$ cat config.mk
export PLATFORM = sky130hd
export DESIGN_NAME = hf_pattern_gen
export DESIGN_NICKNAME = d
export VERILOG_FILES = /design/src/rtl/hfgen_pkg.sv /design/src/rtl/hfgen_len_calc.sv /design/src/rtl/hfgen_seq.sv /design/src/rtl/hfgen_beat.sv /design/src/rtl/hf_pattern_gen.sv
export SDC_FILE = /design/constraint.sdc
export NUM_CORES = 1
export LEC_CHECK = 0
export BUFFER_PORTS_ARGS = -buffer_cell sky130_fd_sc_hd__buf_2
export CORE_MARGIN = 5
export CORE_UTILIZATION = 61
export DETAILED_ROUTE_END_ITERATION = 6
export PLACE_DENSITY = 0.82
export SYNTH_ARGS = -nofsm -noshare
export SYNTH_HDL_FRONTEND = slang
export SYNTH_HIERARCHICAL = 1
export SYNTH_SLANG_ARGS = --single-unit
$ cat constraint.sdc
create_clock -name clk -period 8.2 [get_ports clk]
set_input_delay 1.23 -clock clk [delete_from_list [all_inputs] [get_ports clk]]
set_output_delay 1.23 -clock clk [all_outputs]
set_load 0.02 [all_outputs]
$ cat src/rtl/hfgen_pkg.sv
package hfgen_pkg;

   localparam int unsigned MAX_WORD_BYTES = 16;

   typedef logic [3:0] rate_code_t;

   // Word width in bytes selected by a rate code.
   function automatic int unsigned word_bytes(input rate_code_t code);
      int unsigned w;
      case (code)
         4'd0:    w = 4;
         4'd1:    w = 5;
         4'd2:    w = 8;
         4'd3:    w = 10;
         default: w = MAX_WORD_BYTES;
      endcase
      return w;
   endfunction

endpackage

$ cat src/rtl/hfgen_len_calc.sv
module hfgen_len_calc
   import hfgen_pkg::*;
#(
   parameter int BF_PER_HF = 256,
   parameter int SIM_MODE  = 0,
   parameter int LEN_W     = 14
) (
   input  logic [3:0]       rate_sel,
   output logic [LEN_W-1:0] hf_len
);

   logic [LEN_W-1:0] full_len;

   always_comb begin
      full_len = LEN_W'(BF_PER_HF * 2 * word_bytes(rate_sel));
   end

   generate
      if (SIM_MODE != 0) begin : g_short
         assign hf_len = full_len >> 2;
      end else begin : g_full
         assign hf_len = full_len;
      end
   endgenerate

endmodule

$ cat src/rtl/hfgen_seq.sv
module hfgen_seq #(
   parameter int LEN_W = 14,
   parameter int HFN_W = 8
) (
   input  logic             clk,
   input  logic             rst,
   input  logic [LEN_W-1:0] next_len,
   output logic             is_sync,
   output logic [HFN_W-1:0] hfn
);

   logic [LEN_W-1:0] pos_q;
   logic [LEN_W-1:0] len_q;
   logic [HFN_W-1:0] hfn_q;

   always_ff @(posedge clk or posedge rst) begin
      if (rst) begin
         pos_q <= '0;
         len_q <= '0;
         hfn_q <= '0;
      end else if (pos_q == '0) begin
         len_q <= next_len;
         pos_q <= LEN_W'(1);
         hfn_q <= hfn_q + 1'b1;
      end else if (pos_q == len_q - 1'b1) begin
         pos_q <= '0;
      end else begin
         pos_q <= pos_q + 1'b1;
      end
   end

   assign is_sync = (pos_q == '0);
   assign hfn     = hfn_q;

   AST_POS_IN_FRAME: assert property (@(posedge clk) disable iff (rst)
      (pos_q != '0) |-> (pos_q < len_q));

   AST_LEN_HELD: assert property (@(posedge clk) disable iff (rst)
      (pos_q != '0) |=> $stable(len_q));

   AST_HFN_STEP: assert property (@(posedge clk) disable iff (rst)
      is_sync |=> (hfn_q == HFN_W'($past(hfn_q) + 1'b1)));

endmodule

$ cat src/rtl/hfgen_beat.sv
module hfgen_beat #(
   parameter int         DATA_W    = 64,
   parameter int         HFN_W     = 8,
   parameter logic [7:0] SYNC_CHAR = 8'hFB
) (
   input  logic                clk,
   input  logic                rst,
   input  logic                is_sync,
   input  logic [HFN_W-1:0]    hfn,
   output logic [DATA_W-1:0]   data_o,
   output logic [DATA_W/8-1:0] ctrl_o,
   output logic                start_o
);

   localparam int LANES = DATA_W / 8;

   logic [DATA_W-1:0] sync_data;
   logic [LANES-1:0]  sync_ctrl;
   logic [DATA_W-1:0] cnt_q;

   generate
      for (genvar l = 0; l < LANES; l++) begin : g_lane
         if (l == 0) begin : g_char
            assign sync_data[l*8 +: 8] = SYNC_CHAR;
            assign sync_ctrl[l]        = 1'b1;
         end else if (l == 1) begin : g_num
            assign sync_data[l*8 +: 8] = 8'(hfn);
            assign sync_ctrl[l]        = 1'b0;
         end else begin : g_pad
            assign sync_data[l*8 +: 8] = 8'h00;
            assign sync_ctrl[l]        = 1'b0;
         end
      end
   endgenerate

   always_ff @(posedge clk or posedge rst) begin
      if (rst) begin
         data_o  <= '0;
         ctrl_o  <= '0;
         start_o <= 1'b0;
         cnt_q   <= '0;
      end else if (is_sync) begin
         data_o  <= sync_data;
         ctrl_o  <= sync_ctrl;
         start_o <= 1'b1;
         cnt_q   <= '0;
      end else begin
         data_o  <= cnt_q;
         ctrl_o  <= '0;
         start_o <= 1'b0;
         cnt_q   <= cnt_q + 1'b1;
      end
   end

   AST_START_SINGLE: assert property (@(posedge clk) disable iff (rst)
      start_o |=> !start_o);

   AST_START_ON_SYNC: assert property (@(posedge clk) disable iff (rst)
      start_o |-> (data_o[7:0] == SYNC_CHAR && ctrl_o == LANES'(1)));

   AST_DATA_FROM_ZERO: assert property (@(posedge clk) disable iff (rst)
      $past(start_o) |-> (data_o == '0 && ctrl_o == '0));

   AST_DATA_STEP: assert property (@(posedge clk) disable iff (rst)
      (!$past(rst) && !start_o && !$past(start_o)) |->
      (data_o == $past(data_o) + 1'b1 && ctrl_o == '0));

endmodule

$ cat src/rtl/hf_pattern_gen.sv
module hf_pattern_gen
   import hfgen_pkg::*;
#(
   parameter int         DATA_W    = 64,
   parameter int         BF_PER_HF = 256,
   parameter int         SIM_MODE  = 0,
   parameter int         HFN_W     = 8,
   parameter logic [7:0] SYNC_CHAR = 8'hFB
) (
   input  logic                clk,
   input  logic                rst,
   input  logic [3:0]          rate_sel,
   output logic [DATA_W-1:0]   tx_data,
   output logic [DATA_W/8-1:0] tx_ctrl,
   output logic                start
);

   localparam int MAX_LEN = BF_PER_HF * 2 * int'(MAX_WORD_BYTES);
   localparam int LEN_W   = $clog2(MAX_LEN + 1);

   generate
      if (DATA_W % 8 != 0 || DATA_W < 16) begin : g_bad_width
         $error("DATA_W must be a multiple of 8 and at least 16");
      end
      if (HFN_W < 1 || HFN_W > 8) begin : g_bad_hfn
         $error("HFN_W must lie in 1..8");
      end
      if (BF_PER_HF < 1) begin : g_bad_bf
         $error("BF_PER_HF must be positive");
      end
      if (SIM_MODE != 0 && BF_PER_HF % 2 != 0) begin : g_bad_sim
         $error("shortened mode needs an even BF_PER_HF");
      end
   endgenerate

   logic [LEN_W-1:0] next_len;
   logic             is_sync;
   logic [HFN_W-1:0] hfn;

   hfgen_len_calc #(
      .BF_PER_HF (BF_PER_HF),
      .SIM_MODE  (SIM_MODE),
      .LEN_W     (LEN_W)
   ) u_len (
      .rate_sel (rate_sel),
      .hf_len   (next_len)
   );

   hfgen_seq #(
      .LEN_W (LEN_W),
      .HFN_W (HFN_W)
   ) u_seq (
      .clk      (clk),
      .rst      (rst),
      .next_len (next_len),
      .is_sync  (is_sync),
      .hfn      (hfn)
   );

   hfgen_beat #(
      .DATA_W    (DATA_W),
      .HFN_W     (HFN_W),
      .SYNC_CHAR (SYNC_CHAR)
   ) u_beat (
      .clk     (clk),
      .rst     (rst),
      .is_sync (is_sync),
      .hfn     (hfn),
      .data_o  (tx_data),
      .ctrl_o  (tx_ctrl),
      .start_o (start)
   );

endmodule

* Word level (Yosys, flattened, before mapping)
Cells that the tools add are included.
** Storage, ports and cells
- Bits in registers :: 157
- Bits of input ports :: 6
- Output and inout port bits :: 73
- Word-level logic and storage cells :: 24
** Cells by class
- $add $sub $neg :: 4
- Eq/ne operators :: 4
- Mux-type cells :: 7
- Reduce and logical (&&, ||, !) cells :: 2
** Operator list (number)
- 64-bit two-way mux :: 2
- 64-bit by 1-bit adder with 64-bit output (second input constant) :: 1
- 14-bit two-way mux :: 2
- 5-bit case mux with 4 select lines :: 1
- 14-bit by 1-bit adder with 14-bit output (second input constant) :: 1
- 14-bit == test :: 1
- 14-bit zero test :: 1
- 14-bit by 1-bit subtractor with 14-bit output (second input constant) :: 1
- 8-bit by 1-bit adder with 8-bit output (second input constant) :: 1
- 4-bit by 2-bit == test with 1-bit output (second input constant) :: 2
- 4-bit by 1-bit == test with 1-bit output (second input constant) :: 1
- 4-bit zero test :: 1
- 1-bit two-way mux :: 2

* Longest topological paths before layout
- Depth in word-level cells :: 4
- Mapped depth :: 11
- Depth with buffers taken out :: 9

* By module
The synthesis kept the hierarchy.
** By module, submodules not included
- hfgen_beat :: times used 1, cells each 515, area an instance 5462.7 µm², seq. area each 3228.1 µm²
- hfgen_seq :: times used 1, cells each 227, area an instance 2065.7 µm², seq. area each 900.9 µm²
- hfgen_len_calc :: times used 1, cells each 15, area an instance 117.6 µm², seq. area each 0.0 µm²

* Worst setup path before layout
Ideal clock, no wire load.
- Path kind :: register to register
- From :: register u_seq.pos_q[0]
- To :: register u_beat.data_o[1]
- Library setup time :: 63 ps
- Arrival time :: 2582 ps
- Data required time :: 8137 ps
- Path slack :: 5555 ps
- Cell stages (with the launch flop) :: 11
- Path buffers :: 4
- Clock period less this slack :: 2645 ps
- Cells stage by stage :: dfrtp_1 > inv_1 > ha_1 > nor4b_1 > nand4_1 > inv_1 > clkbuf_1 > buf_2 > clkbuf_1 > clkbuf_1 > or2_2
** On the way
- Longest elaborated chain between the ends :: 2
** Ends and longest elaborated chain
- start: declaration :: line hfgen_seq.sv:12 : logic [LEN_W-1:0] pos_q;
- start signal: assignment :: line hfgen_seq.sv:28 : pos_q <= pos_q + 1'b1;
- 14-bit zero test :: line hfgen_seq.sv:32 : assign is_sync = (pos_q == '0);
- net is_sync :: line hf_pattern_gen.sv:37 : logic is_sync;
- 64-bit two-way mux :: line hfgen_beat.sv:42 : end else if (is_sync) begin
- end signal: assignment :: line hfgen_beat.sv:43 : data_o <= sync_data;
- end signal: assignment :: line hfgen_beat.sv:48 : data_o <= cnt_q;
- end: declaration :: line hfgen_beat.sv:10 : output logic [DATA_W-1:0] data_o,
The timed path passes the listed nets, and every way through them passes these cells.
A chain may end at the register's enable or synchronous reset.

* Final worst setup path
- From :: register u_seq.pos_q[0]
- To :: register u_beat.cnt_q[0]
** On the way
- Longest elaborated chain between the ends :: 2
** Ends and longest elaborated chain
- 14-bit zero test :: line hfgen_seq.sv:32
- net is_sync :: line hf_pattern_gen.sv:37
- 64-bit two-way mux :: line hfgen_beat.sv:42
- end signal: assignment :: line hfgen_beat.sv:51 : cnt_q <= cnt_q + 1'b1;
- end: declaration :: line hfgen_beat.sv:19 : logic [DATA_W-1:0] cnt_q;
The timed path passes the listed nets, and every way through them passes these cells.

==> flow_metrics.tcl <==
set metrics [dict create \
    outcome "finished, final reports clean" \
    setup_viol 0 \
    cap_violations 0 \
    powerDensity_nw_per_um2 250 \
    drtIter0Drc 541 \
    wl_mm 16.2 \
    grt_overflow 0 \
    cp_data_arrival_time_ns 4.03 \
    cts_tree "done" \
    syn_area_per_cell_um2 10.1 \
    synth_cell_types 48 \
    post_cts_resize_count 0 \
    via_per_inst 5.77 \
    worst-path-max-fanout 112 \
    fp.dieArea_um2 14900 \
    start_util_pct 62.9 \
    num_antenna_cells 0 \
    clockBufferDepth 2 \
    h-tree-depth 4 \
    antenna_found_initial 0 \
    hold_path_class "flip-flop to flip-flop" \
    ant_nets 0 \
    netlist_area_um2 7650 \
    cts_root_buffer "clkbuf_16" \
    hold_buffers 0 \
    synth_edf_count 0 \
    die_w_um 122 \
    die_y_um 122 \
    clk_pin_slew_worst_paths_ns 0.06 \
    utilization_pct 70.1 \
    drive_gt1_share_pct 16.5 \
    clock_skew_ns 0.00740 \
    pin_count 79 \
    routedWlPerCell_um 16.4 \
    dr.pass1.iters 5 \
    gp_congestion 0.843 \
    via_count 5724 \
    ys_seq_area_share_pct 54.0 \
    rsz0062_at_grt "no" \
    area_growth_pct 11.5 \
    start_kind "flip-flop" \
    worst_slew_pin_slew_ns 1.05 \
    row_count 40 \
    relSlewSlack_pct 30.2 \
    synth-async-reset-ratio_pct 100 \
    cts_buffers 17 \
    ys_warn_count 6 \
    design_area_um2 8520 \
    fin_crit_sh_pct 45.2 \
    ir_worst_vdd_mv 0.138 \
    io_buffers 71 \
    grt_pass1_wl_mm 27.8 \
    synthFlopType "dfrtp_1" \
    clock_latency_ns 0.43 \
    synthCells 757 \
    tns_ns 0 \
    grt_pass1_vias 5836 \
    clkSinkCount 165 \
    hpwlAfterDp_mm 10.6 \
    grt_max_degree 113 \
    finalHoldViolCount 0 \
    synth_seq_cells 165 \
    nets 823 \
    end_kind "flip-flop" \
    p_leak_uw 0.00409 \
    grt_use_total_pct 23.3 \
    core_um2 12200 \
    cts_setup_buffers 0 \
    slew_viol_final 0 \
    fmax_ghz 0.270 \
    required_ns 8.52 \
    drc 0 \
    crit_type "flip-flop to flip-flop" \
    dpl_cell_area_um2 8000 \
    period_minus_slack_ns 3.71 \
]
[metal layers]
layer	track usage [%]	share of wire, %	vias up	wire [µm]
met5	0	0	-	0
met4	9.10	2.3	0	378
met3	5.71	5.0	37	819
met2	37.5	50	207	8110
met1	30.7	43	2823	6930
li1	-	-	2657	-
[kinds of logic (layout without fill, tap and decap cells)]
group                    count (synthesis)  after routing  synth area share (%)
AND/OR/NAND/NOR                        349            349                  24.1
buffers and inverters                   79            132                  5.09
XOR/XNOR                                71             71                  8.13
flip-flops                             165            165                  54.0
multiplexers                             6              6                 0.884
AO/OA/AOI/OAI                           80             80                  6.87
other                                    2             16                0.0982
adder cells (fa/ha/maj)                  5              5                 0.818
[synth_stat cells (all sizes together) (2+ instances only)]
| cell type | count | area share, % |
|---|---|---|
| dfrtp | 165 | 54 |
| nand2 | 77 | 3.8 |
| nor2 | 75 | 3.7 |
| xnor2 | 48 | 5.5 |
| nor2b | 43 | 3.5 |
| a21oi | 32 | 2.1 |
| clkbuf | 27 | 1.3 |
| inv | 27 | 1.3 |
| buf | 25 | 2.4 |
| nand3 | 24 | 1.6 |
| nand4 | 24 | 2.0 |
| xor2 | 23 | 2.6 |
| or4 | 21 | 2.1 |
| o31ai | 19 | 1.9 |
| nor3 | 18 | 1.2 |
| nor4 | 16 | 1.4 |
| o21ai | 16 | 1.0 |
| or2 | 14 | 1.1 |
| or3 | 13 | 1.1 |
| and3 | 6 | 0.49 |
| mux2 | 6 | 0.88 |
| ha | 5 | 0.82 |
| and2 | 4 | 0.33 |
| nor4b | 4 | 0.62 |
| and4 | 3 | 0.34 |
| nand2b | 3 | 0.25 |
| a211oi | 2 | 0.20 |
| conb | 2 | 0.098 |
| o211ai | 2 | 0.20 |
[sequential cells by signal (all words and copies together), names as in the netlist]
signal and count:
u_seq/pos_q 14, u_beat/cnt_q 64, u_seq/len_q 14, u_beat/ctrl_o 1
u_beat/data_o 64, u_seq/hfn 8
[worst max-delay path: stages (launching register included)]
cell     delay [ns]
dfrtp_1        0.44
inv_1          0.09
ha_1           0.14
nor4b_1        0.28
nand4_1        0.78
inv_4          0.64
buf_4          0.89
or2_2          0.25
inv_1          0.04
[cell type report]
class / count / area, µm²
Multi-Input combinational cell: 527 / 3180
Clock buffer: 22 / 464
Clock inverter: 9 / 56.3
Fill cell: 885 / 3640
Inverter: 27 / 106
Tap cell: 168 / 210
Sequential cell: 165 / 4130
Timing Repair Buffer: 74 / 378
[path summary, 6_finish.rpt]
check / start / to / slack [ns] / cells past startpoint
setup / recovery: u_seq/pos_q[0] / u_beat/cnt_q[0] / 4.49 / 8
hold / removal: u_seq/hfn[7] / u_seq/hfn[7] / 0.49 / 1
setup reg to reg: u_seq/pos_q[0] / u_beat/cnt_q[0] / 4.49 / 8
hold reg to reg: u_seq/hfn[7] / u_seq/hfn[7] / 0.49 / 1
max in group asynchronous: rst / u_beat/data_o[30] / 5.96 / 3
min in group asynchronous: rst / u_seq/pos_q[10] / 0.94 / 3
[cell usage in the layout (no fill, tap or decap), types with 6 or more instances in the layout]
| cell type | instances |
|---|---|
| a21oi_1 | 32 |
| and3_1 | 6 |
| buf_2 | 71 |
| clkbuf_16 | 17 |
| clkinv_2 | 6 |
| conb_1 | 16 |
| dfrtp_1 | 165 |
| inv_1 | 25 |
| mux2_2 | 6 |
| nand2_1 | 77 |
| nand3_1 | 24 |
| nand4_1 | 23 |
| nor2_1 | 75 |
| nor2b_1 | 43 |
| nor3_1 | 18 |
| nor4_1 | 15 |
| o21ai_0 | 16 |
| o31ai_1 | 19 |
| or2_2 | 14 |
| or3_1 | 13 |
| or4_1 | 20 |
| xnor2_1 | 48 |
| xor2_1 | 23 |
[power breakdown]
group / switching (µW) / internal (µW) / total (µW) / leakage, µW
sequential: 110 / 900 / 1010 / 0.00224
combinational: 234 / 174 / 408 / 0.00159
clock: 310 / 399 / 709 / 0.000263
[per-stage QoR]
stage          instances  setup slack, ns  total power, µW  hold slack (ns)
6_report             992             4.49             2130            0.491
5_1_grt              992             4.10             2230            0.517
4_1_cts              992             4.53             2130            0.495
3_5_place_dp         961             4.52             1420            0.484
3_3_place_gp         961             4.77             1400            0.461
2_1_floorplan        771             3.53             1330            0.442
Note: power is estimated with default switching activity, not from simulation.
